File: config.mk
export PLATFORM = sky130hd
export DESIGN_NAME = mem_rand_tester
export DESIGN_NICKNAME = d
export VERILOG_FILES = /design/src/rtl/mrt_pkg.sv /design/src/rtl/mrt_lfsr.sv /design/src/rtl/mrt_addr_walk.sv /design/src/rtl/mrt_compare.sv /design/src/rtl/mem_rand_tester.sv
export SDC_FILE = /design/constraint.sdc
export NUM_CORES = 1
export LEC_CHECK = 0
export ABC_AREA = 0
export BUFFER_PORTS_ARGS = -buffer_cell sky130_fd_sc_hd__buf_4
export CAP_MARGIN = 25
export CORE_UTILIZATION = 59
export DETAILED_ROUTE_END_ITERATION = 8
export PLACE_DENSITY_LB_ADDON = 0.08
export SKIP_LAST_GASP = 1
export SYNTH_ARGS = -nofsm -noshare
export SYNTH_HDL_FRONTEND = slang
export SYNTH_SLANG_ARGS = --single-unit
File: constraint.sdc
create_clock -name clk -period 11.5 [get_ports clk]
set_input_delay 2.3 -clock clk [delete_from_list [all_inputs] [get_ports clk]]
set_output_delay 2.3 -clock clk [all_outputs]
set_load 0.03 [all_outputs]
File: src/rtl/mrt_pkg.sv
package mrt_pkg;
  localparam int HI_W   = 36;
  localparam int LO_W   = 4;
  localparam int WORD_W = HI_W + LO_W;

  typedef enum logic [1:0] {
    ST_IDLE  = 2'd0,
    ST_WRITE = 2'd1,
    ST_READ  = 2'd2,
    ST_DRAIN = 2'd3
  } mrt_state_e;

  typedef struct packed {
    logic [HI_W-1:0] hi;
    logic [LO_W-1:0] lo;
  } mrt_word_t;

  // Wide field carries the random value; narrow field carries its inverted low bits.
  function automatic mrt_word_t mrt_make_word(input logic [HI_W-1:0] r);
    mrt_word_t w;
    w.hi = r;
    w.lo = ~r[LO_W-1:0];
    return w;
  endfunction
endpackage

File: src/rtl/mrt_lfsr.sv
module mrt_lfsr #(
  parameter int           W     = 36,
  parameter logic [W-1:0] SEED  = '1,
  parameter logic [W-1:0] TAPS  = '1
) (
  input  logic         clk,
  input  logic         rst_n,
  input  logic         load_seed,
  input  logic         save,
  input  logic         restore,
  input  logic         advance,
  output logic [W-1:0] value
);
  logic [W-1:0] state_q;
  logic [W-1:0] ckpt_q;
  logic [W-1:0] next_c;

  // Right-shifting Galois form: feedback folds in wherever TAPS has a one.
  always_comb begin
    next_c = {1'b0, state_q[W-1:1]} ^ (state_q[0] ? TAPS : '0);
  end

  always_ff @(posedge clk) begin
    if (!rst_n) begin
      state_q <= SEED;
      ckpt_q  <= SEED;
    end else begin
      if (load_seed)    state_q <= SEED;
      else if (restore) state_q <= ckpt_q;
      else if (advance) state_q <= next_c;

      if (load_seed)    ckpt_q <= SEED;
      else if (save)    ckpt_q <= state_q;
    end
  end

  assign value = state_q;
endmodule

File: src/rtl/mrt_addr_walk.sv
module mrt_addr_walk #(
  parameter int AW = 16
) (
  input  logic          clk,
  input  logic          rst_n,
  input  logic          load,
  input  logic          advance,
  input  logic [AW-1:0] low,
  input  logic [AW-1:0] high,
  input  logic [AW-1:0] step,
  output logic [AW-1:0] addr,
  output logic          last
);
  localparam logic [AW-1:0] ONE = {{(AW-1){1'b0}}, 1'b1};

  logic [AW-1:0] addr_q;
  logic [AW-1:0] step_eff;
  logic [AW:0]   sum_c;

  assign step_eff = (step == '0) ? ONE : step;
  // One extra bit so a step past the top of the address space counts as beyond the bound.
  assign sum_c    = {1'b0, addr_q} + {1'b0, step_eff};
  assign last     = sum_c > {1'b0, high};

  always_ff @(posedge clk) begin
    if (!rst_n)       addr_q <= '0;
    else if (load)    addr_q <= low;
    else if (advance) addr_q <= sum_c[AW-1:0];
  end

  assign addr = addr_q;
endmodule

File: src/rtl/mrt_compare.sv
module mrt_compare
  import mrt_pkg::*;
#(
  parameter int AW = 16
) (
  input  logic            clk,
  input  logic            rst_n,
  input  logic            clear,
  input  logic            issue,
  input  logic [AW-1:0]   issue_addr,
  input  mrt_word_t       issue_exp,
  input  mrt_word_t       rd_word,
  input  logic [HI_W-1:0] mask_hi,
  input  logic [LO_W-1:0] mask_lo,
  output logic            mismatch,
  output logic            fail_hi,
  output logic            fail_lo,
  output logic [AW-1:0]   fail_addr,
  output logic [HI_W-1:0] fail_rd_hi,
  output logic [LO_W-1:0] fail_rd_lo,
  output logic [HI_W-1:0] fail_exp_hi,
  output logic [LO_W-1:0] fail_exp_lo
);
  logic          pend_q;
  logic [AW-1:0] pend_addr_q;
  mrt_word_t     pend_exp_q;
  logic          bad_hi;
  logic          bad_lo;
  logic          first_err;

  // The read data returns one cycle after the request; the expected word waits here for it.
  assign bad_hi    = pend_q && |((rd_word.hi ^ pend_exp_q.hi) & mask_hi);
  assign bad_lo    = pend_q && |((rd_word.lo ^ pend_exp_q.lo) & mask_lo);
  assign mismatch  = bad_hi || bad_lo;
  assign first_err = mismatch && !(fail_hi || fail_lo);

  always_ff @(posedge clk) begin
    if (!rst_n || clear) begin
      pend_q      <= 1'b0;
      pend_addr_q <= '0;
      pend_exp_q  <= '0;
      fail_hi     <= 1'b0;
      fail_lo     <= 1'b0;
      fail_addr   <= '0;
      fail_rd_hi  <= '0;
      fail_rd_lo  <= '0;
      fail_exp_hi <= '0;
      fail_exp_lo <= '0;
    end else begin
      pend_q <= issue;
      if (issue) begin
        pend_addr_q <= issue_addr;
        pend_exp_q  <= issue_exp;
      end
      if (bad_hi) fail_hi <= 1'b1;
      if (bad_lo) fail_lo <= 1'b1;
      if (first_err) begin
        fail_addr   <= pend_addr_q;
        fail_rd_hi  <= rd_word.hi;
        fail_rd_lo  <= rd_word.lo;
        fail_exp_hi <= pend_exp_q.hi;
        fail_exp_lo <= pend_exp_q.lo;
      end
    end
  end
endmodule

File: src/rtl/mem_rand_tester.sv
module mem_rand_tester
  import mrt_pkg::*;
#(
  parameter int              AW   = 16,
  parameter int              CW   = 16,
  parameter logic [HI_W-1:0] SEED = 36'h0A5A5A5A5,
  parameter logic [HI_W-1:0] TAPS = 36'h801000000
) (
  input  logic              clk,
  input  logic              rst_n,
  input  logic              start,
  input  logic              stop,
  input  logic              halt_on_err,
  input  logic [AW-1:0]     cfg_low,
  input  logic [AW-1:0]     cfg_high,
  input  logic [AW-1:0]     cfg_step,
  input  logic [AW-1:0]     cfg_wwatch,
  input  logic [AW-1:0]     cfg_rwatch,
  input  logic [HI_W-1:0]   cfg_mask_hi,
  input  logic [LO_W-1:0]   cfg_mask_lo,
  output logic [AW-1:0]     mem_addr,
  output logic              mem_we,
  output logic              mem_re,
  output logic [WORD_W-1:0] mem_wdata,
  input  logic [WORD_W-1:0] mem_rdata,
  output logic              trig_wr,
  output logic              trig_rd,
  output logic              busy,
  output logic              err_sticky,
  output logic              fail_hi,
  output logic              fail_lo,
  output logic [AW-1:0]     fail_addr,
  output logic [HI_W-1:0]   fail_rd_hi,
  output logic [LO_W-1:0]   fail_rd_lo,
  output logic [HI_W-1:0]   fail_exp_hi,
  output logic [LO_W-1:0]   fail_exp_lo,
  output logic [CW-1:0]     iter_count
);
  mrt_state_e      state_q, state_d;
  logic [AW-1:0]   low_q, high_q, step_q, ww_q, rw_q;
  logic [HI_W-1:0] mask_hi_q;
  logic [LO_W-1:0] mask_lo_q;
  logic            halt_q;
  logic [CW-1:0]   iter_q;

  logic            start_acc;
  logic            in_write, in_read, in_drain;
  logic            walk_last, walk_load, walk_adv;
  logic [AW-1:0]   walk_addr;
  logic            lf_save, lf_restore, lf_adv;
  logic [HI_W-1:0] lf_value;
  mrt_word_t       pat_word;
  mrt_word_t       rd_word;
  logic            cmp_bad;
  logic            halt_now;

  assign start_acc = start && (state_q == ST_IDLE);
  assign in_write  = (state_q == ST_WRITE);
  assign in_read   = (state_q == ST_READ);
  assign in_drain  = (state_q == ST_DRAIN);
  assign halt_now  = halt_q && cmp_bad;

  // Configuration is sampled once per accepted start and held for the run.
  always_ff @(posedge clk) begin
    if (!rst_n) begin
      low_q     <= '0;
      high_q    <= '0;
      step_q    <= '0;
      ww_q      <= '0;
      rw_q      <= '0;
      mask_hi_q <= '1;
      mask_lo_q <= '1;
      halt_q    <= 1'b0;
    end else if (start_acc) begin
      low_q     <= cfg_low;
      high_q    <= cfg_high;
      step_q    <= cfg_step;
      ww_q      <= cfg_wwatch;
      rw_q      <= cfg_rwatch;
      mask_hi_q <= cfg_mask_hi;
      mask_lo_q <= cfg_mask_lo;
      halt_q    <= halt_on_err;
    end
  end

  always_comb begin
    state_d = state_q;
    case (state_q)
      ST_IDLE:  if (start) state_d = ST_WRITE;
      ST_WRITE: begin
        if (stop || halt_now) state_d = ST_IDLE;
        else if (walk_last)   state_d = ST_READ;
      end
      ST_READ: begin
        if (stop || halt_now) state_d = ST_IDLE;
        else if (walk_last)   state_d = ST_DRAIN;
      end
      ST_DRAIN: begin
        if (stop || halt_now) state_d = ST_IDLE;
        else                  state_d = ST_WRITE;
      end
      default: state_d = ST_IDLE;
    endcase
  end

  always_ff @(posedge clk) begin
    if (!rst_n) begin
      state_q <= ST_IDLE;
      iter_q  <= '0;
    end else begin
      state_q <= state_d;
      if (start_acc)                            iter_q <= '0;
      else if (in_drain && state_d == ST_WRITE) iter_q <= iter_q + 1'b1;
    end
  end

  // The address goes back to the low bound at start, between the two sweeps, and between rounds.
  assign walk_load  = start_acc || (in_write && walk_last) || in_drain;
  assign walk_adv   = in_write || in_read;

  // Generator: save at the start of each write sweep, restore for the read sweep.
  assign lf_save    = in_drain;
  assign lf_restore = in_write && walk_last;
  assign lf_adv     = (in_write && !walk_last) || in_read;

  mrt_addr_walk #(.AW(AW)) u_walk (
    .clk     (clk),
    .rst_n   (rst_n),
    .load    (walk_load),
    .advance (walk_adv),
    .low     (start_acc ? cfg_low : low_q),
    .high    (high_q),
    .step    (step_q),
    .addr    (walk_addr),
    .last    (walk_last)
  );

  mrt_lfsr #(.W(HI_W), .SEED(SEED), .TAPS(TAPS)) u_lfsr (
    .clk       (clk),
    .rst_n     (rst_n),
    .load_seed (start_acc),
    .save      (lf_save),
    .restore   (lf_restore),
    .advance   (lf_adv),
    .value     (lf_value)
  );

  assign pat_word = mrt_make_word(lf_value);
  assign rd_word  = mrt_word_t'(mem_rdata);

  mrt_compare #(.AW(AW)) u_cmp (
    .clk         (clk),
    .rst_n       (rst_n),
    .clear       (start_acc),
    .issue       (in_read),
    .issue_addr  (walk_addr),
    .issue_exp   (pat_word),
    .rd_word     (rd_word),
    .mask_hi     (mask_hi_q),
    .mask_lo     (mask_lo_q),
    .mismatch    (cmp_bad),
    .fail_hi     (fail_hi),
    .fail_lo     (fail_lo),
    .fail_addr   (fail_addr),
    .fail_rd_hi  (fail_rd_hi),
    .fail_rd_lo  (fail_rd_lo),
    .fail_exp_hi (fail_exp_hi),
    .fail_exp_lo (fail_exp_lo)
  );

  assign mem_we     = in_write;
  assign mem_re     = in_read;
  assign mem_addr   = (in_write || in_read) ? walk_addr : '0;
  assign mem_wdata  = in_write ? pat_word : '0;
  assign trig_wr    = in_write && (walk_addr == ww_q);
  assign trig_rd    = in_read && (walk_addr == rw_q);
  assign busy       = (state_q != ST_IDLE);
  assign err_sticky = fail_hi || fail_lo;
  assign iter_count = iter_q;
endmodule

==> summary.md, run 1 <==
| Metric | Value |
|---|---|
| Clk buf depth | `3` |
| Ys async rst share | `0%` |
| Number of DRC markers in iteration 0 | `1,366` |
| Largest net degree at the start of global routing | `101` |
| Reg2Reg Depth | `21` |
| Critical path class | `reg2reg` |
| Clk sinks | `382` |
| Synth Area per Inst | `8.43 sq um` |
| Post-synth EDFFs | `0` |
| Nets | `2,428` |
| Vias | `15,000` |
| Crit path from | `step_q[4]` |
| Placed inst area | `19,200 sq um` |
| Peak Freq | `183 MHz` |
| I/O Pins | `341` |
| Reg-to-Reg End | `u_walk.addr[12]` |
| Setup-failing EPs final | `0` |
| Fin util | `74.4%` |
| Layout cells sized above 1 | `20.3%` |
| Flops & latches, synth | `382` |
| Worst EP required | `11.85 ns` |
| Setup TNS | `0 ns` |
| Total net switching power | `1.21 mW` |
| Routed vias/inst | `5.68` |
| Dpl ws | `5.32 ns` |
| Syn Inst Count | `1,974` |
| Switching Share | `31.8%` |
| Internal | `2.58 mW` |
| Final WS setup | `6.02 ns` |
| Initial Utilization | `59.9%` |
| Tcrit/Tclk final | `47.6%` |
| RSZ-0062 raised after global routing | `no` |
| Worst skew pair latency | `0.54 ns` |
| Die Wd | `170 um` |
| Fin. Hold Viols | `0` |
| Slew headroom | `30.2%` |
| Top cell type's share of synthesized area | `46.0%` |
| Net Count, Synth | `2,178` |
| Seq pwr share | `40.2%` |
| Synth top area cells | `dfxtp_1 46%, nand2_1 11%, mux2i_1 8.9%` |
| Num CTS Buffers | `40` |
| LEAKAGE | `8.56 nW` |
| Clock share of power | `35.4%` |
| Area leader, netlist | `dfxtp_1` |
| Die Y | `170 um` |
| Area grow syn2layout | `24.3%` |
| Skew final | `0.0227 ns` |
| First-pass DRT Iterations | `6` |
| Crit path max fanout | `42` |
| Pwr dens | `183 nW/um^2` |
| Critical path endpoint category | `flip-flop` |
| CTS tree | `built` |
| H-tree depth | `2` |
| Final Cell Area | `20,700 sq um` |
| Routed WL | `49,700 um` |
| Antenna violations before repair | `2` |
| Netlist cell types | `60` |
| DRC Markers | `0` |
| Reg-to-reg startpoint | `step_q[4]` |
| Crit start category | `flip-flop` |
| # port buffers | `340` |
| Commonest cells after routing, fill and taps aside | `474 x nand2_1, 382 x dfxtp_1, 352 x buf_4, 193 x a21oi_1, 148 x mux2i_1` |
| CP endpoint | `u_walk.addr[12]` |
| Max-Cap Viols | `0` |
| Gate power share | `24.4%` |
| Routed Antenna Nets | `0` |
| # resized after CTS | `0` |
| Placer Congestion | `0.882` |
| Routed len/inst | `18.9 um` |
| Grt total ovfl | `0` |
| Min Tclk post-route | `5.48 ns` |
| First-pass GRT wire length | `75,800 um` |
| Post-CTS Setup Bufs | `0` |
| Total track usage | `33.7%` |
| R2r setup slk | `6.02 ns` |
| Core region area | `27,800 sq um` |
| Fin. max-slew vios | `0` |
| Critical Path AT | `5.82 ns` |
| Full die area | `28,900 sq um` |
| Top FF cell, synth | `dfxtp_1` |
| HPWL after DPL | `34,900 um` |
| Number of global-route vias before repair | `13,800` |
| HP Class | `reg2reg` |
| Most common cell after layout, fill and taps aside | `nand2_1` |
| Clock transition at path regs | `0.06 ns` |
| IR drop worst, VDD | `0.132 mV` |
| Register area share after synthesis | `46.0%` |
| Status | `complete, no violations` |
| Slew @ Worst Pin | `1.05 ns` |
| # hold bufs at CTS | `0` |
| Synthesized cell area | `16,600 sq um` |
| Row count | `61` |
| Worst hold slack | `0.438 ns` |
| Root Buffer | `clkbuf_16` |
| Ys Warns | `0` |
==> worst min path at each step <==
stage	end	cells past startpoint	slack, ns	from
detailed placement	u_cmp.fail_addr[12]	2	0.45	u_cmp.pend_addr_q[12]
global route	u_cmp.fail_addr[13]	2	0.46	u_cmp.pend_addr_q[13]
global placement	u_cmp.fail_addr[14]	2	0.44	u_cmp.pend_addr_q[14]
finish	u_cmp.fail_addr[13]	2	0.44	u_cmp.pend_addr_q[13]
floorplan	u_cmp.fail_addr[0]	2	0.43	u_cmp.pend_addr_q[0]
CTS	u_cmp.fail_addr[13]	2	0.44	u_cmp.pend_addr_q[13]
==> synthesized netlist by cell type, types with 3 or more instances <==
cell	instances
nand2_1	476
dfxtp_1	382
a21oi_1	193
mux2i_1	148
nor2_1	136
clkbuf_1	123
xor2_1	64
and2_1	51
nand3_1	51
a211oi_1	46
ha_1	38
inv_1	30
xnor2_1	22
a22oi_1	20
nor4_1	18
mux2_2	14
nand4_1	12
nor2b_1	12
or2_2	12
buf_1	11
buf_2	11
nor3_1	11
o21ai_0	10
a21o_1	7
and3_1	7
o211ai_1	6
o31ai_1	5
and4_1	4
nand2b_1	4
o21a_1	4
or4_1	4
a311oi_1	3
o21ai_1	3
o311ai_0	3
==> metal layers <==
metal	vias to the layer above	part of all wire, %	global-route usage [%]
met1	7079	44	46.2
met4	0	3.9	14.9
met5	-	0	0
met2	609	44	51.7
met3	107	8.1	6.21
li1	7164	-	-
==> power by group through the flow <==
stage | registers (mW) | clock network, mW | logic (mW)
after floorplan | 1.50 | 0 | 0.654
after global placement | 1.54 | 0 | 0.889
after detailed placement | 1.55 | 0 | 0.906
after CTS | 1.52 | 1.35 | 0.914
after global routing | 1.53 | 1.41 | 1.01
final | 1.52 | 1.34 | 0.925
==> worst max-delay path, stage by stage, from the launching register on <==
cell      delay [ns]
dfxtp_1         0.37
nor4_1          0.11
a41o_1          0.22
ha_1            0.20
fa_1            0.43
a211oi_1        0.29
o21ai_1         0.16
a41oi_1         0.38
o21ai_0         0.15
a21oi_1         0.19
xnor2_1         0.17
ha_1            0.30
a21o_1          0.18
a211o_1         0.29
a21oi_1         0.13
a211o_1         0.16
a41o_2          0.18
buf_4           0.52
nand3_1         0.24
buf_8           0.23
a211oi_1        0.28
a311oi_1        0.09
==> registers in the layout, indices dropped and copies added (netlist names), 2 cells and up <==
register           cells
mask_lo_q              4
u_cmp.pend_addr_q     16
high_q                16
u_cmp.fail_rd_hi      36
u_cmp.fail_exp_hi     36
low_q                 16
mask_hi_q             36
u_walk.addr           16
rw_q                  16
step_q                16
state_q                2
u_cmp.fail_addr       16
u_lfsr.value          36
iter_count            16
u_cmp.fail_exp_lo      4
u_lfsr.ckpt_q         36
ww_q                  16
u_cmp.pend_exp_q      40
u_cmp.fail_rd_lo       4
==> cells by family after synthesis <==
logic type      after synthesis  share of synthesized area [%]
simple gates                803                           20.7
flops                       382                           46.0
buf+inv                     179                           4.19
compound gates              323                           11.8
mux                         162                           9.86
fa+ha+maj                    39                           2.98
xor+xnor                     86                           4.53
==> stage by stage <==
stage,std cells,power [mW]
6_report,2632,3.79
2_1_floorplan,1974,2.15
5_1_grt,2632,3.95
3_3_place_gp,2557,2.43
4_1_cts,2627,3.78
3_5_place_dp,2557,2.45
==> cell type report <==
type	count	area [sq um]
diodes	2	5.00
fillers	2151	7100
multi-input cells	1413	8350
clock buffers	56	1180
inverters	32	120
well taps	378	473
flip-flops and latches	382	7650
clock inverters	14	190
repair buffers	355	2710
No activity file was read; power rests on OpenSTA's default activity.
==> inputs of run 2 (changes only) <==
Settings changed: CORE_UTILIZATION 59 to 50.
Clock period 11.5 ns to 4.8 ns, I/O delays scaled along.
==> summary.md, run 2 (same netlist as run 1, synthesis figures left out) <==
| Metric | Value |
|---|---|
| Status | `complete, no violations` |
| Final Cell Area | `21,200 sq um (+2.7%)` |
| Gate power share | `27.1% (+2.7 points)` |
| I/O Pins | `341 (unchanged)` |
| Most common cell after layout, fill and taps aside | `nand2_1` |
| Hold path depth | `2 (unchanged)` |
| Number of DRC markers in iteration 0 | `1,297 (-5.1%)` |
| Fin. max-slew vios | `0 (unchanged)` |
| Worst EP required | `5.27 ns (-6.58 ns)` |
| Biggest register | `u_cmp.pend_exp_q` |
| Grt total ovfl | `0 (unchanged)` |
| Clock transition at path regs | `0.06 ns (about the same)` |
| Row count | `66 (+8.2%)` |
| Tcrit/Tclk final | `95.9% (+48 points)` |
| Setup TNS | `0 ns (unchanged)` |
| Worst Hold Path EP | `low_q[13]` |
| # hold bufs at CTS | `0 (unchanged)` |
| H-tree depth | `2 (unchanged)` |
| Slowest stage delay, CP | `0.46 ns (-0.06 ns)` |
| Antenna violations before repair | `0 (-2)` |
| First-pass DRT Iterations | `5 (-1)` |
| Num CTS Buffers | `41 (+2.5%)` |
| CTS tree | `built` |
| Slowest cell on crit path | `or4_1` |
| Clk buf depth | `3 (unchanged)` |
| Crit path from | `step_q[11]` |
| Reg-to-Reg End | `iter_count[6]` |
| Critical path depth | `20 (-4.8%)` |
| Max reg flops | `40 (unchanged)` |
| Die Wd | `184 um (+8.5%)` |
| Placed inst area | `19,600 sq um (+2.1%)` |
| R2r setup slk | `0.20 ns (-5.82 ns)` |
| Setup-failing EPs final | `0 (unchanged)` |
| Peak Freq | `217 MHz (+19%)` |
| Die Y | `184 um (+8.5%)` |
| Fillers | `2,809 (+31%)` |
| Commonest cells after routing, fill and taps aside | `474 x nand2_1, 377 x dfxtp_1, 377 x buf_4, 189 x a21oi_1, 148 x mux2i_1` |
| Layout cells sized above 1 | `22.3% (+2.0 points)` |
| LEAKAGE | `8.82 nW (+3.1%)` |
| Layout Cells excl Fill | `2,733 (+3.8%)` |
| HP Start | `low_q[13]` |
| First-pass GRT wire length | `77,500 um (+2.2%)` |
| Clock share of power | `34.3% (-1.1 points)` |
| Total track usage | `29.4% (-4.3 points)` |
| Inst Count DP | `2,651 (+3.7%)` |
| Most frequent CP cell | `buf_4` |
| Largest net degree at the start of global routing | `107 (+5.9%)` |
| Slew @ Worst Pin | `1.03 ns (-0.0189 ns)` |
| Overall power | `9.23 mW (+140%)` |
| Root Buffer | `clkbuf_16` |
| Ordered cell list for the critical path | `nor3_1 > a41o_1 > ha_2 > fa_2 > a211oi_4 > o21ai_2 > a41oi_2 > buf_4 > o21ai_0 > xor2_1 > ha_1 > nand4_1 > buf_4 > o211ai_1 > o41a_1 > and4_4 > o311ai_4 > buf_12 > or4_1 > a21oi_1` |
| Internal | `6.24 mW (+140%)` |
| Critical path endpoint category | `flip-flop` |
| Placer Congestion | `0.926 (+5.0%)` |
| Crit-path leading delay family | `compound AO/OA/AOI/OAI gates` |
| Pwr dens | `435 nW/um^2 (+140%)` |
| Nets | `2,464 (+1.5%)` |
| # port buffers | `340 (unchanged)` |
| Ant diodes | `0 (-2)` |
| Vias | `14,700 (-1.6%)` |
| Routed WL | `51,300 um (+3.1%)` |
| Crit path max fanout | `6 (-86%)` |
| Crit start category | `flip-flop` |
| DRC Markers | `0 (unchanged)` |
| IR drop worst, VDD | `0.272 mV (+110%)` |
| Routed vias/inst | `5.39 (-5.2%)` |
| Reg2Reg Depth | `20 (-4.8%)` |
| Seq pwr share | `38.6% (-1.6 points)` |
| Fin. Hold Viols | `0 (unchanged)` |
| Routed Antenna Nets | `0 (unchanged)` |
| Full die area | `34,000 sq um (+18%)` |
| Core region area | `32,600 sq um (+17%)` |
| Clk sinks | `382 (unchanged)` |
| Number of global-route vias before repair | `13,600 (-1.6%)` |
| HP Class | `reg2reg` |
| Critical Path AT | `5.07 ns (-0.75 ns)` |
| Max-Cap Viols | `0 (unchanged)` |
| Routed len/inst | `18.8 um (-0.68%)` |
| Total net switching power | `2.99 mW (+150%)` |
| Initial Utilization | `51.0% (-8.9 points)` |
| HPWL after DPL | `36,400 um (+4.4%)` |
| Worst skew pair latency | `0.55 ns (about the same)` |
| Critical path class | `reg2reg` |
| Crit path buffers/inverters | `3 (+1)` |
| Reg-to-reg startpoint | `step_q[11]` |
| Skew final | `0.0220 ns (-0.000734 ns)` |
| Slew headroom | `31.5% (+1.3 points)` |
| Switching Share | `32.4% (+0.58 points)` |
| Min Tclk post-route | `4.60 ns (-0.875 ns)` |
| Area grow syn2layout | `27.6%` |
[run 2: final cells by class]
class / instances / area (sq um) / area share (%)
timing repair buffer: 390 / 3120 / 14.7
tap: 442 / 553 / 2.61
clock inverter: 13 / 144 / 0.678
multi-input combinational: 1413 / 8440 / 39.8
clock buffer: 61 / 1200 / 5.66
sequential: 382 / 7650 / 36.1
inverter: 32 / 120 / 0.566
[run 2: worst max-delay path by stage]
stage | to | slack [ns]
after floorplan | iter_count[8] | 0.28
after global routing | iter_count[9] | -0.12
final | iter_count[6] | 0.20
after global placement | iter_count[4] | 0.02
after CTS | iter_count[4] | 0.006
after detailed placement | iter_count[4] | -0.12
[run 2: power groups by stage]
| stage | Clock [mW] | Combinational (mW) | Sequential (mW) |
|---|---|---|---|
| 2_1_floorplan | 0 | 1.57 | 3.58 |
| 3_3_place_gp | 0 | 2.39 | 3.62 |
| 3_5_place_dp | 0 | 2.43 | 3.62 |
| 4_1_cts | 3.20 | 2.45 | 3.55 |
| 5_1_grt | 3.34 | 2.72 | 3.58 |
| 6_report | 3.16 | 2.50 | 3.56 |
[run 2: timing repair]
item	in CTS	in global routing
setup endpoints to repair	37	67
gates resized for setup	3	19
pin swaps	6	11
buffers inserted	1	2
cloned	0	2
[run 2: per-stage QoR]
step	hold slack, ns	setup slack, ns	util [%]
after detailed placement	0.443	-0.124	60.2
after floorplan	0.431	0.284	-
after global placement	0.439	0.0153	60.2
after CTS	0.451	0.00564	64.4
final	0.452	0.198	65.1
after global routing	0.469	-0.117	65.1
[run 2: per-layer routing]
metal  part of all wire, %  global-route usage (%)  vias to the layer above
met3                   6.9                    5.22                       87
li1                      -                       -                     7220
met5                     0                       0                        -
met2                    45                    45.5                      491
met4                   2.7                    9.03                        0
met1                    46                    41.3                     6925
[run 2: worst reg2reg max path: stages (launching register included)]
cell	delay (ns)
dfxtp_1	0.33
nor3_1	0.07
a41o_1	0.24
ha_2	0.19
fa_2	0.40
a211oi_4	0.25
o21ai_2	0.11
a41oi_2	0.25
buf_4	0.15
o21ai_0	0.08
xor2_1	0.20
ha_1	0.33
nand4_1	0.12
buf_4	0.16
o211ai_1	0.19
o41a_1	0.20
and4_4	0.30
o311ai_4	0.15
buf_12	0.19
or4_1	0.46
a21oi_1	0.14
==> inputs of run 3 (changes only) <==
Settings changed: RECOVER_POWER set to 25.
==> summary.md, run 3 (same netlist as run 1, synthesis figures left out) <==
| Metric | Value |
|---|---|
| Status | `finished with violations` |
| Failing checks | `max-capacitance violations, max-slew violations` |
| Slowest cell on crit path | `or4_1` |
| Slowest stage delay, CP | `0.47 ns (about the same)` |
| Crit path max fanout | `6 (unchanged)` |
| First-pass GRT wire length | `77,500 um (unchanged)` |
| Critical path class | `reg2reg` |
| Routed Antenna Nets | `0 (unchanged)` |
| Layout cells sized above 1 | `19.3% (-3.0 points)` |
| Number of DRC markers in iteration 0 | `1,239 (-4.5%)` |
| I/O Pins | `341 (unchanged)` |
| H-tree depth | `2 (unchanged)` |
| Gate power share | `27.0% (about the same)` |
| Fin. max-slew vios | `134 (+134)` |
| Routed vias/inst | `5.38 (about the same)` |
| Placed inst area | `19,600 sq um (unchanged)` |
| IR drop worst, VDD | `0.272 mV (+0.22%)` |
| Area of the multi-input gates | `8410 sq um (-0.33%)` |
| Reg-to-reg startpoint | `step_q[11]` |
| Crit path buffers/inverters | `3 (unchanged)` |
| Area grow syn2layout | `25.9%` |
| Critical path endpoint category | `flip-flop` |
| Total track usage | `29.4% (unchanged)` |
| Min Tclk post-route | `4.63 ns (+0.0259 ns)` |
| Switching Share | `32.4% (about the same)` |
| Internal | `6.23 mW (-0.17%)` |
| Routed WL | `51,300 um (about the same)` |
| Num CTS Buffers | `41 (unchanged)` |
| Die Wd | `184 um (unchanged)` |
| Clock share of power | `34.4% (about the same)` |
| Fillers | `2,879 (+2.5%)` |
| # hold bufs at CTS | `0 (unchanged)` |
| Reg-to-Reg End | `iter_count[6]` |
| Max reg flops | `40 (unchanged)` |
| Antenna violations before repair | `0 (unchanged)` |
| Commonest cells after routing, fill and taps aside | `474 x nand2_1, 377 x dfxtp_1, 311 x buf_4, 189 x a21oi_1, 148 x mux2i_1` |
| Max-Cap Viols | `3 (+3)` |
| Placer Congestion | `0.926 (unchanged)` |
| Ant diodes | `0 (unchanged)` |
| Fin. Hold Viols | `0 (unchanged)` |
| Nets | `2,464 (unchanged)` |
| Crit start category | `flip-flop` |
| Vias | `14,700 (-0.061%)` |
| Dpl ws | `-0.124 ns (unchanged)` |
| Grt total ovfl | `0 (unchanged)` |
| Pwr dens | `440 nW/um^2 (+1.2%)` |
| R2r setup slk | `0.17 ns (-0.03 ns)` |
| # port buffers | `340 (unchanged)` |
| Seq. cell area | `7650 sq um (unchanged)` |
| Clock transition at path regs | `0.06 ns (about the same)` |
| Total net switching power | `2.99 mW (-0.11%)` |
| Die Y | `184 um (unchanged)` |
| Ordered cell list for the critical path | `nor3_1 > a41o_1 > ha_2 > fa_2 > a211oi_4 > o21ai_2 > a41oi_2 > buf_4 > o21ai_0 > xor2_1 > ha_1 > nand4_1 > buf_4 > o211ai_1 > o41a_1 > and4_4 > o311ai_4 > buf_12 > or4_1 > a21oi_1` |
| Clk sinks | `382 (unchanged)` |
| Tcrit/Tclk final | `96.4% (+0.54 points)` |
| Largest net degree at the start of global routing | `107 (unchanged)` |
| HP Class | `reg2reg` |
| HPWL after DPL | `36,400 um (unchanged)` |
| Root Buffer | `clkbuf_16` |
| CTS tree | `built` |
| Worst EP required | `5.27 ns (about the same)` |
| Core region area | `32,600 sq um (unchanged)` |
| Reg2Reg Depth | `20 (unchanged)` |
| Most common cell after layout, fill and taps aside | `nand2_1` |
| Critical Path AT | `5.10 ns (+0.03 ns)` |
| Full die area | `34,000 sq um (unchanged)` |
| Worst Hold Path EP | `u_cmp.fail_addr[15]` |
| First-pass DRT Iterations | `7 (+2)` |
| Clk buf depth | `3 (unchanged)` |
| Row count | `66 (unchanged)` |
| Most frequent CP cell | `buf_4` |
| Hold path depth | `2 (unchanged)` |
| Skew final | `0.0231 ns (+0.00116 ns)` |
| Routed len/inst | `18.8 um (about the same)` |
| Initial Utilization | `51.0% (unchanged)` |
| Slew @ Worst Pin | `1.89 ns (+0.859 ns)` |
| Final Cell Area | `20,900 sq um (-1.4%)` |
| Seq pwr share | `38.6% (about the same)` |
| Biggest register | `u_cmp.pend_exp_q` |
| Setup-failing EPs final | `0 (unchanged)` |
| Number of global-route vias before repair | `13,600 (unchanged)` |
| Crit-path leading delay family | `compound AO/OA/AOI/OAI gates` |
| DRC Markers | `0 (unchanged)` |
| LEAKAGE | `8.54 nW (-3.3%)` |
| Slew headroom | `-25.8% (-57 points)` |
| Peak Freq | `216 MHz (-0.56%)` |
| Final WS setup | `0.172 ns (-0.0259 ns)` |
| HP Start | `u_cmp.pend_addr_q[15]` |
| Worst skew pair latency | `0.56 ns (about the same)` |
==> run 3: final cells by class <==
| cell class | instances | area share [%] |
|---|---|---|
| tap | 442 | 2.64 |
| multi-input combinational | 1413 | 40.2 |
| clock buffer | 61 | 5.74 |
| clock inverter | 13 | 0.687 |
| inverter | 32 | 0.574 |
| timing repair buffer | 390 | 13.6 |
| sequential | 382 | 36.6 |
==> run 3: power groups by stage <==
stage | Combinational (mW) | Clock [mW] | Sequential (mW)
final | 2.49 | 3.17 | 3.56
after CTS | 2.45 | 3.20 | 3.55
after global routing | 2.71 | 3.34 | 3.58
after floorplan | 1.57 | 0 | 3.58
after global placement | 2.39 | 0 | 3.62
after detailed placement | 2.43 | 0 | 3.62
==> run 3: tightest hold or removal path, cell delays in order (launching register included) <==
cell and delay [ns]:
dfxtp_1 0.31, nand2_1 0.05, a21oi_1 0.05
==> run 3: how the worst max path moves through the flow <==
stage	slack (ns)	endpoint	cells after the start	startpoint
2_1_floorplan	0.28	iter_count[8]	21	step_q[11]
3_3_place_gp	0.02	iter_count[4]	20	step_q[8]
6_report	0.17	iter_count[6]	20	step_q[11]
3_5_place_dp	-0.12	iter_count[4]	20	step_q[7]
5_1_grt	-0.12	iter_count[9]	20	step_q[15]
4_1_cts	0.006	iter_count[4]	20	step_q[7]
==> run 3: per-stage QoR <==
step | TNS, ns | util [%] | hold WS, ns | power [mW] | std cells
global placement | 0 | 60.2 | 0.439 | 6.00 | 2650
detailed placement | -1.43 | 60.2 | 0.443 | 6.05 | 2651
finish | 0 | 64.2 | 0.451 | 9.22 | 2733
floorplan | 0 | - | 0.431 | 5.15 | 1974
global route | -0.296 | 64.2 | 0.468 | 9.63 | 2733
CTS | 0 | 64.4 | 0.451 | 9.20 | 2726
==> run 3: timing repair <==
| action | in CTS | in global routing |
|---|---|---|
| pin swaps | 6 | 11 |
| resized for setup | 3 | 19 |
| setup endpoints to repair | 37 | 67 |
| setup buffers | 1 | 2 |
| cloned | 0 | 2 |
| hold endpoints to repair | 0 | 0 |
==> run 3: routing by layer <==
layer,GRT usage (%),vias up,share of wire [%],routed length (um)
met2,45.5,462,44,22800
li1,-,7219,-,-
met1,41.3,6942,46,23600
met5,0,-,0,0
met3,5.22,91,6.7,3430
met4,9.03,0,2.9,1490
